`src/rtl/uart_brk_pkg.sv`:
```
package uart_brk_pkg;
    typedef enum logic [2:0] {
        ST_IDLE,
        ST_START,
        ST_DATA,
        ST_PAR,
        ST_STOP,
        ST_BRK,
        ST_BSTOP
    } seq_state_t;
endpackage

```
`src/rtl/uart_brk_hold.sv`:
```
module uart_brk_hold #(
    parameter int DATA_W = 8
) (
    input  logic              clk,
    input  logic              rst_n,
    input  logic              wr_i,
    input  logic [DATA_W-1:0] wr_data_i,
    input  logic              take_i,
    output logic              full_o,
    output logic [DATA_W-1:0] data_o
);
    typedef struct packed {
        logic              full;
        logic [DATA_W-1:0] data;
    } hold_t;

    hold_t cur_q, nxt_d;

    always_comb begin
        nxt_d = cur_q;
        if (take_i) nxt_d.full = 1'b0;
        if (wr_i) begin
            nxt_d.full = 1'b1;
            nxt_d.data = wr_data_i;
        end
    end

    always_ff @(posedge clk or negedge rst_n) begin
        if (!rst_n) cur_q <= '0;
        else        cur_q <= nxt_d;
    end

    assign full_o = cur_q.full;
    assign data_o = cur_q.data;

    // The sequencer only consumes a byte that is actually held
    assert_take_full_R12: assert property (@(posedge clk) disable iff (!rst_n)
        take_i |-> cur_q.full);
endmodule

```
`src/rtl/uart_brk_ctl.sv`:
```
module uart_brk_ctl (
    input  logic clk,
    input  logic rst_n,
    input  logic set_i,
    input  logic clr_i,
    input  logic lin_i,
    input  logic hw_clr_i,
    output logic brk_o
);
    typedef struct packed {
        logic brk;
    } ctl_t;

    ctl_t cur_q, nxt_d;

    always_comb begin
        nxt_d = cur_q;
        if (set_i)                          nxt_d.brk = 1'b1;
        else if (hw_clr_i || (clr_i && !lin_i)) nxt_d.brk = 1'b0;
    end

    always_ff @(posedge clk or negedge rst_n) begin
        if (!rst_n) cur_q <= '0;
        else        cur_q <= nxt_d;
    end

    assign brk_o = cur_q.brk;

    // Software clear has no effect while the break is hardware timed
    assert_lin_clr_ignored_R8: assert property (@(posedge clk) disable iff (!rst_n)
        (cur_q.brk && lin_i && clr_i && !hw_clr_i) |=> cur_q.brk);
endmodule

```
`src/rtl/uart_brk_seq.sv`:
```
module uart_brk_seq
    import uart_brk_pkg::*;
#(
    parameter int DATA_W   = 8,
    parameter int LEN_W    = 2,
    parameter int BRK_BASE = 13
) (
    input  logic              clk,
    input  logic              rst_n,
    input  logic              tick_i,
    input  logic              hold_full_i,
    input  logic [DATA_W-1:0] hold_data_i,
    input  logic              par_en_i,
    input  logic              par_odd_i,
    input  logic              two_stop_i,
    input  logic              lin_i,
    input  logic              brk_i,
    input  logic [LEN_W-1:0]  brk_len_i,
    output logic              take_o,
    output logic              hw_clr_o,
    output logic              line_o,
    output logic              idle_o,
    output logic              done_o
);
    localparam int BRK_CW = $clog2(BRK_BASE + (1 << LEN_W) + 1);
    localparam int DAT_CW = $clog2(DATA_W + 1);
    localparam int CNT_W  = (BRK_CW > DAT_CW) ? BRK_CW : DAT_CW;

    typedef struct packed {
        seq_state_t        state;
        logic [DATA_W-1:0] shf;
        logic [CNT_W-1:0]  cnt;
        logic              line;
        logic              par;
        logic              pen;
        logic              two;
        logic              done;
    } seq_t;

    seq_t cur_q, nxt_d;
    logic finish;
    logic [CNT_W-1:0] brk_total;
    logic [CNT_W-1:0] cnt_inc;

    assign brk_total = CNT_W'(BRK_BASE) + CNT_W'(brk_len_i);
    assign cnt_inc   = CNT_W'(cur_q.cnt + 1'b1);

    always_comb begin
        nxt_d      = cur_q;
        nxt_d.done = 1'b0;
        take_o     = 1'b0;
        hw_clr_o   = 1'b0;
        finish     = 1'b0;
        if (brk_i && cur_q.state != ST_BRK) begin
            nxt_d.state = ST_BRK;
            nxt_d.line  = 1'b0;
            nxt_d.cnt   = '0;
        end else begin
            case (cur_q.state)
                ST_IDLE: begin
                    nxt_d.line = 1'b1;
                    if (tick_i) finish = 1'b1;
                end
                ST_START: if (tick_i) begin
                    nxt_d.state = ST_DATA;
                    nxt_d.line  = cur_q.shf[0];
                    nxt_d.shf   = cur_q.shf >> 1;
                    nxt_d.cnt   = '0;
                end
                ST_DATA: if (tick_i) begin
                    if (cur_q.cnt == CNT_W'(DATA_W - 1)) begin
                        if (cur_q.pen) begin
                            nxt_d.state = ST_PAR;
                            nxt_d.line  = cur_q.par;
                        end else begin
                            nxt_d.state = ST_STOP;
                            nxt_d.line  = 1'b1;
                            nxt_d.cnt   = '0;
                        end
                    end else begin
                        nxt_d.line = cur_q.shf[0];
                        nxt_d.shf  = cur_q.shf >> 1;
                        nxt_d.cnt  = cnt_inc;
                    end
                end
                ST_PAR: if (tick_i) begin
                    nxt_d.state = ST_STOP;
                    nxt_d.line  = 1'b1;
                    nxt_d.cnt   = '0;
                end
                ST_STOP: if (tick_i) begin
                    if (cur_q.two && cur_q.cnt == '0) nxt_d.cnt = CNT_W'(1);
                    else                              finish = 1'b1;
                end
                ST_BRK: begin
                    nxt_d.line = 1'b0;
                    if (!brk_i) begin
                        nxt_d.state = ST_IDLE;
                        nxt_d.line  = 1'b1;
                    end else if (lin_i && tick_i) begin
                        if (cnt_inc == brk_total) begin
                            nxt_d.state = ST_BSTOP;
                            nxt_d.line  = 1'b1;
                            nxt_d.cnt   = '0;
                            nxt_d.two   = two_stop_i;
                            hw_clr_o    = 1'b1;
                        end else begin
                            nxt_d.cnt = cnt_inc;
                        end
                    end
                end
                ST_BSTOP: if (tick_i) begin
                    if (cur_q.two && cur_q.cnt == '0) begin
                        nxt_d.cnt = CNT_W'(1);
                    end else begin
                        finish     = 1'b1;
                        nxt_d.done = 1'b1;
                    end
                end
                default: begin
                    nxt_d.state = ST_IDLE;
                    nxt_d.line  = 1'b1;
                end
            endcase
            if (finish) begin
                if (hold_full_i) begin
                    nxt_d.state = ST_START;
                    nxt_d.line  = 1'b0;
                    nxt_d.shf   = hold_data_i;
                    nxt_d.pen   = par_en_i;
                    nxt_d.par   = (^hold_data_i) ^ par_odd_i;
                    nxt_d.two   = two_stop_i;
                    take_o      = 1'b1;
                end else begin
                    nxt_d.state = ST_IDLE;
                    nxt_d.line  = 1'b1;
                end
            end
        end
    end

    always_ff @(posedge clk or negedge rst_n) begin
        if (!rst_n) begin
            cur_q       <= '0;
            cur_q.state <= ST_IDLE;
            cur_q.line  <= 1'b1;
        end else begin
            cur_q <= nxt_d;
        end
    end

    assign line_o = cur_q.line;
    assign idle_o = (cur_q.state == ST_IDLE);
    assign done_o = cur_q.done;

    // Data bit index never runs past the character width
    assert_data_index_R2: assert property (@(posedge clk) disable iff (!rst_n)
        (cur_q.state == ST_DATA) |-> (cur_q.cnt < CNT_W'(DATA_W)));

    // Timed break counter stays below the programmed length
    assert_brk_len_R7: assert property (@(posedge clk) disable iff (!rst_n)
        (cur_q.state == ST_BRK && lin_i && $stable(brk_len_i)) |-> (cur_q.cnt < brk_total));
endmodule

```
`src/rtl/uart_brk_tx.sv`:
```
module uart_brk_tx #(
    parameter int DATA_W   = 8,
    parameter int LEN_W    = 2,
    parameter int BRK_BASE = 13
) (
    input  logic              clk,
    input  logic              rst_n,
    input  logic              baud_tick,
    input  logic              wr_en,
    input  logic [DATA_W-1:0] wr_data,
    input  logic              par_en,
    input  logic              par_odd,
    input  logic              two_stop,
    input  logic              lin_mode,
    input  logic              brk_set,
    input  logic              brk_clr,
    input  logic [LEN_W-1:0]  brk_len,
    output logic              txd,
    output logic              tx_empty,
    output logic              busy,
    output logic              brk_active,
    output logic              brk_done
);
    logic              hold_full;
    logic [DATA_W-1:0] hold_data;
    logic              take;
    logic              hw_clr;
    logic              seq_line;
    logic              seq_idle;
    logic              seq_done;
    logic              brk_q;

    uart_brk_hold #(.DATA_W(DATA_W)) u_hold (
        .clk       (clk),
        .rst_n     (rst_n),
        .wr_i      (wr_en),
        .wr_data_i (wr_data),
        .take_i    (take),
        .full_o    (hold_full),
        .data_o    (hold_data)
    );

    uart_brk_ctl u_ctl (
        .clk      (clk),
        .rst_n    (rst_n),
        .set_i    (brk_set),
        .clr_i    (brk_clr),
        .lin_i    (lin_mode),
        .hw_clr_i (hw_clr),
        .brk_o    (brk_q)
    );

    uart_brk_seq #(.DATA_W(DATA_W), .LEN_W(LEN_W), .BRK_BASE(BRK_BASE)) u_seq (
        .clk         (clk),
        .rst_n       (rst_n),
        .tick_i      (baud_tick),
        .hold_full_i (hold_full),
        .hold_data_i (hold_data),
        .par_en_i    (par_en),
        .par_odd_i   (par_odd),
        .two_stop_i  (two_stop),
        .lin_i       (lin_mode),
        .brk_i       (brk_q),
        .brk_len_i   (brk_len),
        .take_o      (take),
        .hw_clr_o    (hw_clr),
        .line_o      (seq_line),
        .idle_o      (seq_idle),
        .done_o      (seq_done)
    );

    assign txd        = seq_line & ~brk_q;
    assign tx_empty   = ~hold_full & seq_idle;
    assign busy       = ~seq_idle;
    assign brk_active = brk_q;
    assign brk_done   = seq_done;

    // A newly set break takes over the sequencer one cycle later
    assert_brk_takes_over_R5: assert property (@(posedge clk) disable iff (!rst_n)
        $rose(brk_active) |=> busy);

    // Completion strobe is a single cycle wide
    assert_done_pulse_R11: assert property (@(posedge clk) disable iff (!rst_n)
        brk_done |=> !brk_done);

    // Completion only follows a cleared break bit
    assert_done_after_clear_R8: assert property (@(posedge clk) disable iff (!rst_n)
        brk_done |-> !$past(brk_active));

    // End of a timed break leads into trailing stop bits, not idle
    assert_lin_stop_follow_R9: assert property (@(posedge clk) disable iff (!rst_n)
        ($fell(brk_active) && lin_mode && $stable(lin_mode)) |-> busy);
endmodule

```
`config.mk`:
```
export PLATFORM = sky130hd
export DESIGN_NAME = uart_brk_tx
export DESIGN_NICKNAME = d
export VERILOG_FILES = /design/src/rtl/uart_brk_pkg.sv /design/src/rtl/uart_brk_hold.sv /design/src/rtl/uart_brk_ctl.sv /design/src/rtl/uart_brk_seq.sv /design/src/rtl/uart_brk_tx.sv
export SDC_FILE = /design/constraint.sdc
export NUM_CORES = 1
export LEC_CHECK = 0
export ABC_AREA = 1
export BUFFER_PORTS_ARGS = -buffer_cell sky130_fd_sc_hd__buf_4
export CORE_ASPECT_RATIO = 1.25
export CORE_UTILIZATION = 37
export CTS_BUF_LIST = sky130_fd_sc_hd__clkbuf_16
export DETAILED_ROUTE_END_ITERATION = 6
export GPL_ROUTABILITY_DRIVEN = 0
export PLACE_DENSITY = 0.54
export SLEW_MARGIN = 20
export SYNTH_ARGS = -nofsm -noshare
export SYNTH_HDL_FRONTEND = slang
export SYNTH_SLANG_ARGS = --single-unit
```
`constraint.sdc`:
```
create_clock -name clk -period 2.3 [get_ports clk]
set_input_delay 0.46 -clock clk [delete_from_list [all_inputs] [get_ports clk]]
set_output_delay 0.46 -clock clk [all_outputs]
set_load 0.005 [all_outputs]
```
==> metrics.cfg <==
[pwr]
p_per_area_mw_per_mm2=1110
p_leak_nw=1.15
p_sw_share_pct=39.9
p_switching_w=0.00106
peakVddDrop_mv=0.597
internal-power_w=0.00160
combinationalPowerShare_pct=40.7
p_seq_share_pct=31.6
pwr-share-clk_pct=27.8

[sta]
finClkSkew_ns=0.00394
fmax_mhz=506
setup_viol=0
post-route-period-util_pct=85.9
tightest_slew_ns=0.411
rsz0062_at_grt=no
maxSlewHeadroom_pct=72.6
drv_slew=0
min_period_ns=1.98
whs_ns=0.113
finalHoldViolCount=0
finalSetupTns_ns=0

[cts]
post_cts_buffers=0
clk_latency_ns=0.28
cts_buffer_depth=2
cts_num_sinks=31
cts_hold_buf=0
numCtsBuffers=5
cts_resized=0
path_clk_slew_ns=0.05
tritoncts=done
root_buffer=clkbuf_16
htree_levels=2

[logic_synthesis]
synth_adder_area_share_pct=1.88
synth_warnings=0
ys_types=40
synth-edff-count=0
synth_top_family_by_area=simple AND/OR/NAND/NOR gates
synth_top_cell_by_area=dfrtp_1
ys_seq_elements=31
syn_area_per_cell_um2=7.80
synth_area_leaders=dfrtp_1, nand2_1, inv_1, nand3_1, nor2_1
synth_top_area_share_pct=37.6
synth_nets=279
synthesis.area_mm2=0.00200
synth_xor_area_share_pct=4.39
synth_compound_area_share_pct=12.5
synth_simple_gate_area_share_pct=32.5
synth_async_sr_flop_share_pct=100
synthFlopType=dfrtp_1
yosysSeqAreaShare_pct=38.9
syn_inst=256
muxShareOfSynthArea_pct=2.26

[placed_design]
hpwl_mm=3.52
placedCellCount=340
place_area_mm2=0.00224
io_buffers=24

[layout]
layout_common_cells=nand2_1, dfrtp_1, inv_1, buf_4, nand3_1
insertedDiodeCount=0
multiInputGateArea_mm2=0.00107
layout-drive-gt1-share_pct=23.1
seq_area_um2=777
nNetsFinal=308
final_common_cell=nand2_1
fillerInstances=537
fin_cells=348
fin_area_mm2=0.00241
areaGrowthSynthToFinish_pct=20.5

[setup_path]
path_buf_inv=1
crit_required_ns=2.46
cp_data_arrival_time_ns=2.14
crit_fanout=6
cp_cell_sequence=inv_1, ha_1, or2_2, a21oi_1, nand4_1, or2_1, o211ai_1, nand2_1
r2r-start=u_seq.cur_q[5]
worstRegToRegCells=8
critPathCaptureType=flip-flop
crit_family=simple AND/OR/NAND/NOR gates
start_kind=flip-flop
crit_type=reg -> reg
critPathMaxStageDelay_ns=0.45
r2r_end=u_ctl.brk_o
r2r_slack_ns=0.32
critical-path-slowest-cell=dfrtp_1

[floorplanning]
dieArea_mm2=0.00570
die_y_um=84.1
boundaryPins=25
fp.dieW_um=67.7
initial_core_util_pct=38.8
core-area_mm2=0.00515
num_rows=29

[detailed_routing]
drt-initial-drc-count=70
drtAntennaViolNets=0
drc=0
vias_per_cell=5.10
routed-via-count=1776
wl_mm=4.69
wl_per_cell_um=13.5
drtPass1Iterations=4

[global_route]
gr-total-overflow=0
antenna_found_initial=0
grt_pass1_wl_mm=7.67
grt_pass1_vias=1646
grtUsageTotal_pct=18.4
grt_max_degree=32

[job]
max-cap-violations=0

[worst_hold_path]
worstHoldPathType=in -> async

[run_status]
outcome=completed

-- registers in the layout (all words and copies together), names as in the netlist --
name and count:
u_ctl.brk_o 1, u_hold.data_o 8, u_hold.full_o 1, u_seq.cur_q 19
u_seq.done_o 1, u_seq.line_o 1
-- power by group through the flow --
stage	clock network, W	registers [W]	logic [W]
after detailed placement	0	0.000848	0.00108
after CTS	0.000754	0.000840	0.00109
after floorplan	0	0.000805	0.000843
final	0.000738	0.000840	0.00108
after global routing	0.000773	0.000863	0.00121
after global placement	0	0.000849	0.00108
-- Yosys cell counts, types with 2 or more instances --
master / n
a21oi_1: 9
nand4_1: 4
nand2_1: 65
nor2_2: 3
xor2_1: 4
mux2_2: 4
o21ai_1: 7
inv_2: 5
inv_1: 29
nor2_1: 15
nor3_1: 4
or2_2: 2
ha_1: 3
nand2_4: 2
or2_1: 2
dfrtp_1: 30
nand2_2: 5
o221ai_1: 3
xnor2_1: 6
nor2_4: 2
nand3_2: 3
o21ai_0: 11
nand3_1: 21
-- layer usage --
metal | up-vias | wire (um) | global-route usage [%]
met1 | 822 | 1920 | 20.3
met3 | 11 | 185 | 4.08
met2 | 44 | 2470 | 32.6
li1 | 899 | - | -
met5 | - | 0 | 0
met4 | 0 | 117 | 7.74
-- cells by family after synthesis --
kind of cell               after synthesis
and+or+nand+nor                        132
DFF                                     31
xor gates and xnor gates                10
AOI/OAI and AO/OA                       38
buffers and inverters                   38
adders and majority gates                3
muxes                                    4
-- through the flow --
stage	setup slack [ns]	util, %	total power, W
after floorplan	0.488	-	0.00165
after global placement	0.305	43.5	0.00193
after detailed placement	0.292	43.5	0.00193
after CTS	0.305	46.7	0.00269
after global routing	0.108	46.7	0.00284
final	0.325	46.7	0.00266
-- final cells by class --
type	instances	share of cell area [%]
multi-input combinational	187	44.4
clock inverter	3	1.61
inverter	35	5.51
sequential	31	32.3
tap	62	3.22
timing repair buffer	25	7.80
clock buffer	5	5.20
-- how the worst max path moves through the flow --
| stage | startpoint | depth (start not counted) | endpoint |
|---|---|---|---|
| global placement | brk_len[0] | 8 | u_ctl.brk_o |
| CTS | u_seq.cur_q[5] | 8 | u_ctl.brk_o |
| detailed placement | brk_len[0] | 8 | u_ctl.brk_o |
| finish | u_seq.cur_q[5] | 8 | u_ctl.brk_o |
| floorplan | u_seq.cur_q[5] | 8 | u_ctl.brk_o |
| global route | u_seq.cur_q[5] | 8 | u_ctl.brk_o |
Note: power is estimated with default switching activity, not from simulation.
